===== src/rtl/rtmc_pkg.sv =====
package rtmc_pkg;
    localparam int RTMC_CODE_W   = 5;
    localparam int RTMC_BIT_W    = 16;
    localparam int RTMC_RST_CODE = 8;

    typedef struct packed {
        logic msg_err;
        logic bcast;
        logic tx_shut;
        logic flag_inh;
    } rtmc_clr_t;
endpackage


===== src/rtl/rtmc_decode.sv =====
module rtmc_decode #(
    parameter int CODE_W   = rtmc_pkg::RTMC_CODE_W,
    parameter int RST_CODE = rtmc_pkg::RTMC_RST_CODE
) (
    input  logic              stb,
    input  logic [CODE_W-1:0] code,
    input  logic              tr,
    input  logic              bad,
    output logic              accept
);
    localparam logic [CODE_W-1:0] MATCH = CODE_W'(RST_CODE);

    always_comb begin
        accept = stb && tr && !bad && (code == MATCH);
    end
endmodule


===== src/rtl/rtmc_pend.sv =====
module rtmc_pend (
    input  logic clk,
    input  logic rst_n,
    input  logic accept,
    input  logic sts_sent,
    output logic irq,
    output logic fire
);
    typedef struct packed {
        logic irq;
        logic pend;
    } pend_state_t;

    pend_state_t st_d, st_q;

    always_comb begin
        st_d      = st_q;
        fire      = st_q.pend && sts_sent;
        st_d.irq  = accept;
        st_d.pend = (st_q.pend && !sts_sent) || accept;
    end

    always_ff @(posedge clk) begin
        if (!rst_n) begin
            st_q <= '0;
        end else begin
            st_q <= st_d;
        end
    end

    assign irq = st_q.irq;
endmodule


===== src/rtl/rtmc_clear.sv =====
module rtmc_clear
    import rtmc_pkg::*;
#(
    parameter int              BIT_W    = RTMC_BIT_W,
    parameter logic [BIT_W-1:0] BIT_MASK = BIT_W'(16'hC001)
) (
    input  logic             clk,
    input  logic             rst_n,
    input  logic             fire,
    output rtmc_clr_t        flags,
    output logic [BIT_W-1:0] bits
);
    typedef struct packed {
        rtmc_clr_t        flags;
        logic [BIT_W-1:0] bits;
    } clr_state_t;

    clr_state_t st_d, st_q;

    always_comb begin
        st_d                = '0;
        st_d.flags.msg_err  = fire;
        st_d.flags.bcast    = fire;
        st_d.flags.tx_shut  = fire;
        st_d.flags.flag_inh = fire;
        st_d.bits           = fire ? BIT_MASK : '0;
    end

    always_ff @(posedge clk) begin
        if (!rst_n) begin
            st_q <= '0;
        end else begin
            st_q <= st_d;
        end
    end

    assign flags = st_q.flags;
    assign bits  = st_q.bits;
endmodule


===== src/rtl/rtmc_reset_handler.sv =====
module rtmc_reset_handler
    import rtmc_pkg::*;
#(
    parameter int CODE_W   = RTMC_CODE_W,
    parameter int BIT_W    = RTMC_BIT_W,
    parameter int RST_CODE = RTMC_RST_CODE
) (
    input  logic              clk,
    input  logic              rst_n,
    input  logic              mc_stb,
    input  logic [CODE_W-1:0] mc_code,
    input  logic              mc_tr,
    input  logic              mc_bad,
    input  logic              sts_sent,
    output logic              irq_reset,
    output logic              clr_msg_err,
    output logic              clr_bcast_rx,
    output logic [BIT_W-1:0]  clr_bit_bits,
    output logic              clr_tx_shut,
    output logic              clr_flag_inh
);
    localparam logic [BIT_W-1:0] BIT_CLR =
        BIT_W'(1) | (BIT_W'(1) << (BIT_W-2)) | (BIT_W'(1) << (BIT_W-1));

    logic      accept;
    logic      fire;
    rtmc_clr_t flags;

    rtmc_decode #(.CODE_W(CODE_W), .RST_CODE(RST_CODE)) u_dec (
        .stb(mc_stb), .code(mc_code), .tr(mc_tr), .bad(mc_bad), .accept(accept)
    );

    rtmc_pend u_pend (
        .clk(clk), .rst_n(rst_n), .accept(accept), .sts_sent(sts_sent),
        .irq(irq_reset), .fire(fire)
    );

    rtmc_clear #(.BIT_W(BIT_W), .BIT_MASK(BIT_CLR)) u_clr (
        .clk(clk), .rst_n(rst_n), .fire(fire), .flags(flags), .bits(clr_bit_bits)
    );

    assign clr_msg_err  = flags.msg_err;
    assign clr_bcast_rx = flags.bcast;
    assign clr_tx_shut  = flags.tx_shut;
    assign clr_flag_inh = flags.flag_inh;
endmodule


===== config.mk =====
export PLATFORM = sky130hd
export DESIGN_NAME = rtmc_reset_handler
export DESIGN_NICKNAME = d
export VERILOG_FILES = /design/src/rtl/rtmc_pkg.sv /design/src/rtl/rtmc_decode.sv /design/src/rtl/rtmc_pend.sv /design/src/rtl/rtmc_clear.sv /design/src/rtl/rtmc_reset_handler.sv
export SDC_FILE = /design/constraint.sdc
export NUM_CORES = 1
export LEC_CHECK = 0
export ABC_CLOCK_PERIOD_IN_PS = 1300
export BUFFER_PORTS_ARGS = -buffer_cell sky130_fd_sc_hd__buf_2
export CORE_AREA = 2 2 39 41
export DETAILED_ROUTE_END_ITERATION = 6
export DIE_AREA = 0 0 41 43
export MAX_ROUTING_LAYER = met4
export PLACE_DENSITY = 0.61
export REMOVE_ABC_BUFFERS = 1
export SYNTH_ARGS = -nofsm -noshare
export SYNTH_HDL_FRONTEND = slang
export SYNTH_HIERARCHICAL = 1
export SYNTH_SLANG_ARGS = --single-unit

===== constraint.sdc =====
create_clock -name clk -period 1.3 [get_ports clk]
set_input_delay 0.13 -clock clk [delete_from_list [all_inputs] [get_ports clk]]
set_output_delay 0.13 -clock clk [all_outputs]
set_load 0.02 [all_outputs]

==> key figures, run 1 <==
Synth
  – Largest family of logic cells by synthesized area: buffers and inverters
  – Ranking of synthesized cells by area: buf_4, dfxtp_1, and2_1
  – #FFs+latches synth: 3
  – Post-synth top area share: 0.5352
  – Ys flop type: dfxtp_1
  – Synth Warn #: 6
  – Mapped cell area: approximately 270 µm²
  – Top cells by count, synth: buf_4, dfxtp_1, and2_1
  – Mapped Cells: 31
  – Synth Area in Compound Gates: 0.02817
  – Seq/Total Area, Yosys: 0.2254
  – Post-synthesis mux area share: 0
  – Async set-reset flop share out of synthesis: 0
  – Post-Synth Simple-Gate Area: 0.1972
  – Synth Area in Adders: 0
  – Post-synth top area cell: buf_4
  – Synth Area per Inst: roughly 8.6 µm²
  – Netlist cell types: 10
  – Most numerous cell in the Yosys netlist: buf_4
  – Synth Area in XOR/XNOR: 0
  – Number of flops mapped to enable cells by yosys: 0

Timing
  – Clock Skew: approximately 0.0017 ns
  – Final period util: 0.7481
  – Fin crit period: about 1 ns
  – Number of setup violations in the final report: 0
  – Setup TNS: 0 ns
  – Final Max Tran Viols: 0
  – Final Hold Viols: 0
  – RSZ-0062 raised after global routing: false
  – Max Clk Rate: a little over 1000 MHz
  – Hold WS: approximately 0.13 ns

Final layout
  – Diode count: 0
  – Fin cells: slightly above 60
  – P&R area growth vs syn: 14.55%
  – Share of cells above drive strength 1: 0.5000
  – Fin nets: 58

Global route
  – Vias in the first global route: roughly 140
  – Largest net degree at the start of global routing: 8
  – First-pass GRT wire length: approximately 560 µm
  – Antenna violations before repair: 0
  – Gr usage total: 0.05550
  – Gr ovfl total: 0

Routing
  – Vias per cell: roughly 3.3
  – Detail Route Antenna Nets: 0
  – Final WL: between 400 and 500 µm
  – Initial DRC count: 1
  – Initial DRT Pass Iterations: 2
  – Routed wire per std cell: 6.548 µm
  – # DRC: 0
  – Vias after detailed routing: 207

Placed design
  – Cell total after placement: 58
  – HPWL after DPL: about 340 µm
  – Port bufs: 18
  – Gpl congestion: slightly below 0.7

Setup path
  – CP peak stage delay: between 0.5 and 0.6 ns
  – CP max stage cell: or4b_1
  – Critical path peak fanout: 2
  – Worst path cell trace: buf_2, or4b_1, nor4_2, and2_1
  – Critical path's top delay family: simple AND/OR/NAND/NOR gates
  – Worst setup SP type: input pin
  – Setup CP Type: in -> reg
  – Setup crit end kind: flop
  – CP arrival: between 1 and 1.5 ns
  – Worst path bufs/invs: 1
  – Worst EP required: 1.48 ns

CTS
  – Worst-skew pair later-pin latency: around 0.23 ns
  – Longest Clk Path Bufs: 2
  – Total CTS buffers: 3
  – Postcts setup bufs: 0
  – # resized after CTS: 0
  – Clk pin slew, worst setup/hold paths: 0.04 ns
  – H-Tree Depth: 1
  – CTS Sinks: 3
  – TritonCTS clock tree: done
  – Hold Buf Count CTS: 0
  – CTS root buf: clkbuf_4

Power
  – Sw frac: 0.2954
  – Combinational power share: 0.166
  – Peak VDD IR: around 540 µV
  – PwrDens: a little over 1000 nW/µm²
  – Leakage: approximately 0.00018 µW
  – Clock network power share: 0.537
  – Cell-internal power: between 200 and 250 µW
  – Switch Pwr: 92.24 µW
  – Flop pwr share: 0.297
  – Post-route total power: about 310 µW

Die
  – I/O pin count: 32
  – Die ar.: 1763 µm²
  – Die width: 41 µm
  – Core box area: between 1000 and 1500 µm²
  – Die height: about 43 µm
  – Rows: 14
  – Initial Util: 0.1926

Flow run
  – Max cap viols: 0

Hold path
  – Hold Path Class: in -> reg

Status
  – Status: complete, no violations
per-stage QoR:
step / worst slack (ns) / area [µm²] / util
floorplan: 0.003338 / 168.9 / -
global placement: 0.09150 / 279.0 / 0.2016
detailed placement: 0.07059 / 279.0 / 0.2016
CTS: 0.3203 / 305.3 / 0.2206
global route: 0.2586 / 305.3 / 0.2206
finish: 0.3275 / 305.3 / 0.2206
power by group through the flow:
stage	Combinational, µW	Clock (µW)	Sequential, µW
2_1_floorplan	34.9	0	94.5
6_report	51.7	168	92.7
4_1_cts	51.2	176	92.7
3_5_place_dp	51.1	0	94.2
3_3_place_gp	51.2	0	94.2
5_1_grt	55.4	193	92.5
layout make-up:
cell class	count	area (µm²)
Fill cell	164	1079
Multi-Input combinational cell	21	108.9
Timing Repair Buffer	18	90.09
Sequential cell	3	60.06
Clock buffer	4	26.28
Tap cell	16	20.02
path summary, 6_finish.rpt:
path / cells after the start / endpoint / slack (ns) / from
min reg2reg: 2 / u_clr/bits[14] / 0.57 / u_pend/st_q[0]
max reg2reg: 2 / u_clr/bits[14] / 0.60 / u_pend/st_q[0]
min: 2 / u_pend/st_q[0] / 0.13 / rst_n
max: 4 / u_pend/irq / 0.33 / mc_code[2]
sequential cells by signal (all words and copies together), names as in the netlist:
| name | flops |
|---|---|
| u_clr/bits | 1 |
| u_pend/irq | 1 |
| u_pend/st_q | 1 |
cells in the final DEF, fill, tap and decap left out:
cell type,synthesis,layout
buf_2,0,18
conb_1,1,13
clkbuf_4,0,3
dfxtp_1,3,3
and2_1,2,2
clkbuf_1,0,1
or4b_1,1,1
nand2_1,1,1
nor4_2,1,1
and2_2,1,1
nor2b_1,1,1
o21a_1,1,1
logic make-up (layout without fill, tap and decap cells):
kind of cell / Yosys count / in the layout
AO/OA/AOI/OAI: 1 / 1
flip-flops: 3 / 3
other: 1 / 13
buffers and inverters: 19 / 22
AND/OR/NAND/NOR: 7 / 7
layer usage:
metal	part of all wire	up-vias	track usage
met1	0.36	83	0.04808
met2	0.32	29	0.06250
li1	-	95	-
met5	0	-	-
met4	0	0	0.04000
met3	0.32	0	0.06806
Power figures use the tool's default switching activity.
==> run 2: changes to the inputs <==
- ABC_CLOCK_PERIOD_IN_PS: 1300 -> 1000
- clock period: 1.3 -> 1 ns (I/O delays scaled with it)
==> key figures, run 2 (synthesis results as in run 1) <==
Status
  – Status: complete, no violations

CTS
  – Hold Buf Count CTS: 0 (unchanged)
  – H-Tree Depth: 1 (unchanged)
  – CTS root buf: clkbuf_4
  – Worst-skew pair later-pin latency: 0.23 ns (about the same)
  – Longest Clk Path Bufs: 2 (unchanged)
  – Total CTS buffers: 3 (unchanged)
  – # resized after CTS: 0 (unchanged)
  – CTS Sinks: 3 (unchanged)
  – TritonCTS clock tree: done
  – Clk pin slew, worst setup/hold paths: 0.03 ns (about the same)
  – Postcts setup bufs: 0 (unchanged)

Final layout
  – Fin nets: 58 (unchanged)
  – Commonest non-fill, non-tap cell in the layout: buf_2
  – P&R area growth vs syn: 22.07%
  – Diode count: 0 (unchanged)
  – Commonest non-fill, non-tap cells in the layout: buf_2, conb_1, clkbuf_4
  – Non-Filler Cell Area, Final: 325.3 µm² (+6.6%)
  – Fillers: 154 (-6.1%)
  – Final core occ: 0.2351 (+0.01447)
  – Share of cells above drive strength 1: 0.5435 (+0.04348)

Die
  – Core box area: 1384 µm² (unchanged)
  – Die height: 43 µm (unchanged)
  – Rows: 14 (unchanged)
  – Initial Util: 0.1926 (unchanged)
  – I/O pin count: 32 (unchanged)
  – Die ar.: 1763 µm² (unchanged)
  – Die width: 41 µm (unchanged)

Timing
  – Number of setup violations in the final report: 0 (unchanged)
  – RSZ-0062 raised after global routing: false
  – Final Max Tran Viols: 0 (unchanged)
  – Fin crit period: 0.9693 ns
  – Clock Skew: 0.001250 ns (-0.0004642 ns)
  – Max Clk Rate: ~1000 MHz
  – Final Hold Viols: 0 (unchanged)
  – Setup TNS: 0 ns (unchanged)
  – Final period util: 0.9693

Global route
  – Antenna violations before repair: 0 (unchanged)
  – Vias in the first global route: 136 (-2.2%)
  – Gr ovfl total: 0 (unchanged)
  – First-pass GRT wire length: 476 µm (-15%)
  – Gr usage total: 0.04620 (-0.009297)
  – Largest net degree at the start of global routing: 8 (unchanged)

Routing
  – Detail Route Antenna Nets: 0 (unchanged)
  – Final WL: 369 µm (-9.1%)
  – # DRC: 0 (unchanged)
  – Initial DRT Pass Iterations: 2 (unchanged)
  – Vias per cell: 3.129 (-6.3%)
  – Vias after detailed routing: 194 (-6.3%)
  – Initial DRC count: 1 (unchanged)
  – Routed wire per std cell: 5.952 µm (-9.1%)

Setup path
  – Critical path peak fanout: 2 (unchanged)
  – Setup CP Type: in -> reg
  – Worst setup SP type: input pin
  – R2R Setup Slk: 0.30 ns (-0.30 ns)
  – Worst EP required: 1.17 ns (-0.31 ns)
  – Setup crit end kind: flop
  – CP arrival: 1.14 ns (about the same)

Power
  – Leakage: 0.0001918 µW (+3.9%)
  – Peak VDD IR: 235.8 µV (-57%)
  – PwrDens: 1233 nW/µm² (+21%)
  – Post-route total power: 401.1 µW (+28%)

Hold path
  – Hold Path Class: in -> reg

Placed design
  – Gpl congestion: 0.6820 (+0.31%)
  – Post-DP Area: 279.0 µm² (unchanged)
  – HPWL after DPL: 330.5 µm (-2.5%)
  – Port bufs: 18 (unchanged)

Flow run
  – Max cap viols: 0 (unchanged)
[run 2: cell counts in the layout (fill, tap and decap cells not counted)]
No cell type changed its count.
[run 2: layer usage]
layer	track usage	up-vias	routed length, µm
li1	-	95	-
met1	0.04153	70	111
met2	0.05313	29	133
met3	0.03141	0	124
met4	0.06000	0	0
met5	-	-	0
[run 2: where the power goes]
group          internal [µW]  switching [µW]
clock network            149            57.3
registers                121          0.0855
logic                   19.3            54.7
[run 2: path summary, 6_finish.rpt]
path                  start        endpoint  cells after the start
min reg2reg  u_pend/st_q[0]  u_clr/bits[14]                      2
min                   rst_n  u_pend/st_q[0]                      2
max reg2reg  u_pend/st_q[0]  u_clr/bits[14]                      2
max                  mc_bad      u_pend/irq                      4
[run 2: layout make-up]
cell class | instances | area, µm² | share of cell area
Multi-Input combinational cell | 21 | 121.4 | 0.3731
Timing Repair Buffer | 18 | 96.34 | 0.2962
Tap cell | 16 | 20.02 | 0.06154
Clock buffer | 4 | 26.28 | 0.08077
Sequential cell | 3 | 61.31 | 0.1885
[run 2: critical path, stage by stage]
cell and delay, ns:
buf_6 0.09, or4b_4 0.53, nor4_4 0.27, and2_1 0.15
[run 2: metrics by stage]
| stage | setup WS, ns | std cells | hold WS, ns |
|---|---|---|---|
| after floorplan | -0.2667 | 24 | 0.2175 |
| after global placement | -0.1738 | 58 | 0.3438 |
| after detailed placement | -0.1965 | 58 | 0.3381 |
| after CTS | 0.03848 | 62 | 0.09593 |
| after global routing | 0.01511 | 62 | 0.1132 |
| final | 0.03067 | 62 | 0.1041 |
